**config.mk**
```make
export PLATFORM = sky130hd
export DESIGN_NAME = gpio_shared_port
export DESIGN_NICKNAME = d
export VERILOG_FILES = /design/src/rtl/gpio_pkg.sv /design/src/rtl/gpio_sync.sv /design/src/rtl/gpio_regs.sv /design/src/rtl/gpio_bit_mux.sv /design/src/rtl/gpio_shared_port.sv
export SDC_FILE = /design/constraint.sdc
export NUM_CORES = 1
export LEC_CHECK = 0
export ABC_AREA = 1
export BUFFER_PORTS_ARGS = -buffer_cell sky130_fd_sc_hd__buf_2
export CAP_MARGIN = 25
export CORE_MARGIN = 2
export CORE_UTILIZATION = 37
export DETAILED_ROUTE_END_ITERATION = 8
export GPL_ROUTABILITY_DRIVEN = 0
export HOLD_SLACK_MARGIN = 0.12
export PLACE_DENSITY_LB_ADDON = 0.12
export SYNTH_ARGS = -nofsm -noshare
export SYNTH_HDL_FRONTEND = slang
export SYNTH_HIERARCHICAL = 1
export SYNTH_SLANG_ARGS = --single-unit
```
**constraint.sdc**
```tcl
create_clock -name clk -period 1.2 [get_ports clk]
set_clock_uncertainty 0.05 [all_clocks]
set_input_delay 0.18 -clock clk [delete_from_list [all_inputs] [get_ports clk]]
set_output_delay 0.18 -clock clk [all_outputs]
set_load 0.02 [all_outputs]
```
**src/rtl/gpio_pkg.sv**
```systemverilog
package gpio_pkg;
  typedef enum logic [1:0] {
    SEL_DIR  = 2'd0,
    SEL_LAT  = 2'd1,
    SEL_PIN  = 2'd2,
    SEL_NONE = 2'd3
  } reg_sel_e;
endpackage

```
**src/rtl/gpio_sync.sv**
```systemverilog
module gpio_sync #(
  parameter int WIDTH  = 8,
  parameter int STAGES = 2
) (
  input  logic             clk,
  input  logic             rst,
  input  logic [WIDTH-1:0] d,
  output logic [WIDTH-1:0] q
);
  logic [WIDTH-1:0] stage_q [STAGES];

  always_ff @(posedge clk) begin
    if (rst) begin
      for (int i = 0; i < STAGES; i++) stage_q[i] <= '0;
    end else begin
      stage_q[0] <= d;
      for (int i = 1; i < STAGES; i++) stage_q[i] <= stage_q[i-1];
    end
  end

  assign q = stage_q[STAGES-1];
endmodule

```
**src/rtl/gpio_regs.sv**
```systemverilog
module gpio_regs
  import gpio_pkg::*;
#(
  parameter int               WIDTH     = 8,
  parameter logic [WIDTH-1:0] IMPL_MASK = '1
) (
  input  logic             clk,
  input  logic             rst,
  input  logic [1:0]       bus_addr,
  input  logic             bus_wen,
  input  logic [WIDTH-1:0] bus_wdata,
  input  logic [WIDTH-1:0] pin_sync,
  output logic [WIDTH-1:0] bus_rdata,
  output logic [WIDTH-1:0] dir_q,
  output logic [WIDTH-1:0] lat_q
);
  reg_sel_e         sel;
  logic [WIDTH-1:0] rd_next;

  assign sel = reg_sel_e'(bus_addr);

  always_ff @(posedge clk) begin
    if (rst) begin
      dir_q <= '1;
      lat_q <= '0;
    end else if (bus_wen) begin
      unique case (sel)
        SEL_DIR:          dir_q <= bus_wdata | ~IMPL_MASK;
        SEL_LAT, SEL_PIN: lat_q <= bus_wdata & IMPL_MASK;
        default: ;
      endcase
    end
  end

  always_comb begin
    unique case (sel)
      SEL_DIR: rd_next = dir_q & IMPL_MASK;
      SEL_LAT: rd_next = lat_q & IMPL_MASK;
      SEL_PIN: rd_next = pin_sync & IMPL_MASK;
      default: rd_next = '0;
    endcase
  end

  always_ff @(posedge clk) begin
    if (rst) bus_rdata <= '0;
    else     bus_rdata <= rd_next;
  end
endmodule

```
**src/rtl/gpio_bit_mux.sv**
```systemverilog
module gpio_bit_mux #(
  parameter bit IMPL = 1'b1
) (
  input  logic dir,
  input  logic lat,
  input  logic p_en,
  input  logic p_oe,
  input  logic p_out,
  input  logic pin_sync,
  output logic pad_out,
  output logic pad_oe,
  output logic p_in
);
  generate
    if (IMPL) begin : g_live
      logic periph_owns;
      logic port_drives;
      assign periph_owns = p_en & p_oe;
      assign port_drives = ~periph_owns & ~dir;
      assign pad_out     = periph_owns ? p_out : lat;
      assign pad_oe      = periph_owns | port_drives;
      assign p_in        = pin_sync & ~port_drives;
    end else begin : g_dead
      assign pad_out = 1'b0;
      assign pad_oe  = 1'b0;
      assign p_in    = 1'b0;
    end
  endgenerate
endmodule

```
**src/rtl/gpio_shared_port.sv**
```systemverilog
module gpio_shared_port #(
  parameter int               WIDTH     = 8,
  parameter logic [WIDTH-1:0] IMPL_MASK = 8'hBF
) (
  input  logic             clk,
  input  logic             rst,
  input  logic [1:0]       bus_addr,
  input  logic             bus_wen,
  input  logic [WIDTH-1:0] bus_wdata,
  output logic [WIDTH-1:0] bus_rdata,
  input  logic [WIDTH-1:0] periph_en,
  input  logic [WIDTH-1:0] periph_oe,
  input  logic [WIDTH-1:0] periph_out,
  output logic [WIDTH-1:0] periph_in,
  input  logic [WIDTH-1:0] pad_in,
  output logic [WIDTH-1:0] pad_out,
  output logic [WIDTH-1:0] pad_oe
);
  localparam int SYNC_STAGES = 2;

  logic [WIDTH-1:0] pin_sync;
  logic [WIDTH-1:0] dir_w;
  logic [WIDTH-1:0] lat_w;

  gpio_sync #(.WIDTH(WIDTH), .STAGES(SYNC_STAGES)) u_sync (
    .clk(clk), .rst(rst), .d(pad_in), .q(pin_sync)
  );

  gpio_regs #(.WIDTH(WIDTH), .IMPL_MASK(IMPL_MASK)) u_regs (
    .clk(clk), .rst(rst), .bus_addr(bus_addr), .bus_wen(bus_wen),
    .bus_wdata(bus_wdata), .pin_sync(pin_sync), .bus_rdata(bus_rdata),
    .dir_q(dir_w), .lat_q(lat_w)
  );

  for (genvar b = 0; b < WIDTH; b++) begin : g_bit
    gpio_bit_mux #(.IMPL(IMPL_MASK[b])) u_mux (
      .dir(dir_w[b]), .lat(lat_w[b]), .p_en(periph_en[b]),
      .p_oe(periph_oe[b]), .p_out(periph_out[b]), .pin_sync(pin_sync[b]),
      .pad_out(pad_out[b]), .pad_oe(pad_oe[b]), .p_in(periph_in[b])
    );
  end
endmodule

```
==> results.yml <==
cts:
  clkTransAtPathRegs_ps: 70
  clkLatencyLatePin_ps: 280
  cts_made_buffers: 5
  clock_sinks: 35
  h-tree-depth: 2
  cts_tree: "yes"
  cts_max_path_buffers: 2
  clockRootBuffer: "clkbuf_8"
timing:
  final_max_slew_viol_count: 0
  rsz0062_at_grt: "yes"
  slew_headroom_pct: 65.73
  period_minus_slack_ps: 1160
  post-route-period-util_pct: 96.67
  hold_slack_ps: 264.1
  final-hold-violation-count: 0
  setup_viol: 0
  worstMarginPinSlew_ps: 514.1
  fmax_ghz: 0.8620
worst_setup_path:
  r2r-start: "u_regs/dir_q[2]"
  slowest_stage: "dfxtp_4"
  ff2ff_setup_slack_ps: 370
  crit_type: "reg2out"
  crit_required_ps: 970
  reg2reg_to: "u_regs/bus_rdata[2]"
  crit_path_max_fanout: 4
  rr_worst_depth: 5
  max_stage_delay_ps: 370
  worstPathArrival_ps: 930
  path_cells: "inv_2 > a21oi_2 > buf_4"
  cp-end-kind: "output port"
  worst_setup_path_start_kind: "flip-flop"
  endpoint: "periph_in[5]"
  cp-startpoint: "u_regs/dir_q[5]"
place:
  dp_hpwl_um: 2804
  io_buffers: 67
floorplanning:
  core_area_um2: 4384
  die_area_um2: 5150
  rows: 24
  initial_utilization_pct: 38.76
  chipHeight_um: 71.77
  die_w_um: 71.77
  ios: 77
cells_and_area:
  final_util_pct: 53.40
  fin_nets: 367
  drive_above_1_share_pct: 38.24
  n_antenna_cell: 0
  area_delta_synth_final_pct: 37.78
  n_fill_cell: 430
routing:
  ant_nets: 0
  dr.pass1.iters: 4
  drt-met1-wl_um: 1692
  vias_per_cell: 4.235
  top_layer: "met4"
  wl_met3_um: 260
  wl_met2_um: 1939
  drt_iter0_drc: 53
  wl_per_cell_um: 10.56
  route.vias.total: 1571
  wl_um: 3918
  drc: 0
grt:
  grt_pass1_wl_um: 6334
  grt_start_max_net_pins: 11
  grt_use_total_pct: 15.73
  grt_pass1_vias: 1453
  gr-total-overflow: 0
  antenna_found_initial: 0
power_and_ir_drop:
  clkPwrFrac_pct: 34.0
  finalPower_uw: 2711
  p_sw_share_pct: 27.06
  p_per_area_nw_per_um2: 1158
  power_frac_seq_pct: 46.4
  p_leak_uw: 0.001315
  pwr-share-comb_pct: 19.7
  p_int_uw: 1978
  p_sw_uw: 733.7
  peakVddDrop_mv: 0.6379
synth:
  synth_warnings: 6
  synth_area_um2: 1699
  syn_inst: 233
  syn_avg_cell_area_um2: 7.292
hold_path:
  min_path_type: "in2reg"
job:
  max_cap_violations: 0
run_status:
  outcome: "finished, final reports clean"
## critical path: cells and delay by family, from the launching register on
family / cells / cell delay (ps)
buffers and inverters: 2 / 190
AOI/OAI and AO/OA: 1 / 100
DFF: 1 / 370
## state kept, by name, summed over array words and instances, names as in the netlist
| name | count |
|---|---|
| u_regs/dir_q | 7 |
| u_regs/lat_q | 7 |
| u_sync/stage_q | 14 |
| u_regs/bus_rdata | 7 |
## worst min-delay path by stage
stage	cells after the start	slack, ps	startpoint	to
4_1_cts	3	260	bus_wen	u_regs/lat_q[7]
3_5_place_dp	3	340	pad_in[2]	u_sync/stage_q[0][2]
5_1_grt	3	260	bus_wen	u_regs/lat_q[7]
6_report	3	260	bus_wen	u_regs/lat_q[7]
2_1_floorplan	2	240	pad_in[0]	u_sync/stage_q[0][0]
3_3_place_gp	3	330	pad_in[0]	u_sync/stage_q[0][0]
## layer usage
| metal | vias up | GRT usage [%] |
|---|---|---|
| met2 | 49 | 27.98 |
| met1 | 666 | 18.64 |
| met5 | - | 0 |
| met3 | 2 | 4.501 |
| li1 | 854 | - |
| met4 | 0 | 3.774 |
## per-stage QoR
stage	std cells	cell area, um^2	setup slack (ps)	setup TNS (ps)
2_1_floorplan	235	1707	219.2	0
3_3_place_gp	345	2023	-115.2	-1063
3_5_place_dp	345	2023	-148.2	-1268
4_1_cts	368	2300	3.039	0
5_1_grt	371	2341	-10.09	-29.58
6_report	371	2341	39.92	0
## cell usage in the layout, fill, tap and decap left out, drive strengths merged
cell,count
inv,39
a21oi,14
nor2,15
conb,4
nand2,79
dfxtp,35
buf,78
dlygate4sd3,15
ha,4
clkbuf,8
nand3,28
## cell type report
class	instances	area (um^2)	share of cell area, %
multi-input combinational	144	708.2	30.25
tap	52	65.06	2.779
sequential	35	720.7	30.79
clock buffer	8	100.1	4.276
timing repair buffer	93	593.1	25.33
inverter	39	153.9	6.574
## what timing repair did
action | 4_1_cts | 5_1_grt
hold buffers | 15 | 0
pin swaps | 0 | 7
gates resized for setup | 15 | 13
buffers inserted | 0 | 3
endpoints found under the setup margin | 7 | 11
endpoints found under the hold margin | 18 | 0
## power by group through the flow
| stage | clock, uW | combinational (uW) | sequential, uW |
|---|---|---|---|
| 2_1_floorplan | 0 | 312 | 1290 |
| 3_3_place_gp | 0 | 478 | 1280 |
| 3_5_place_dp | 0 | 481 | 1280 |
| 4_1_cts | 946 | 526 | 1260 |
| 5_1_grt | 996 | 592 | 1260 |
| 6_report | 921 | 534 | 1260 |
No activity file was read; power rests on OpenSTA's default activity.
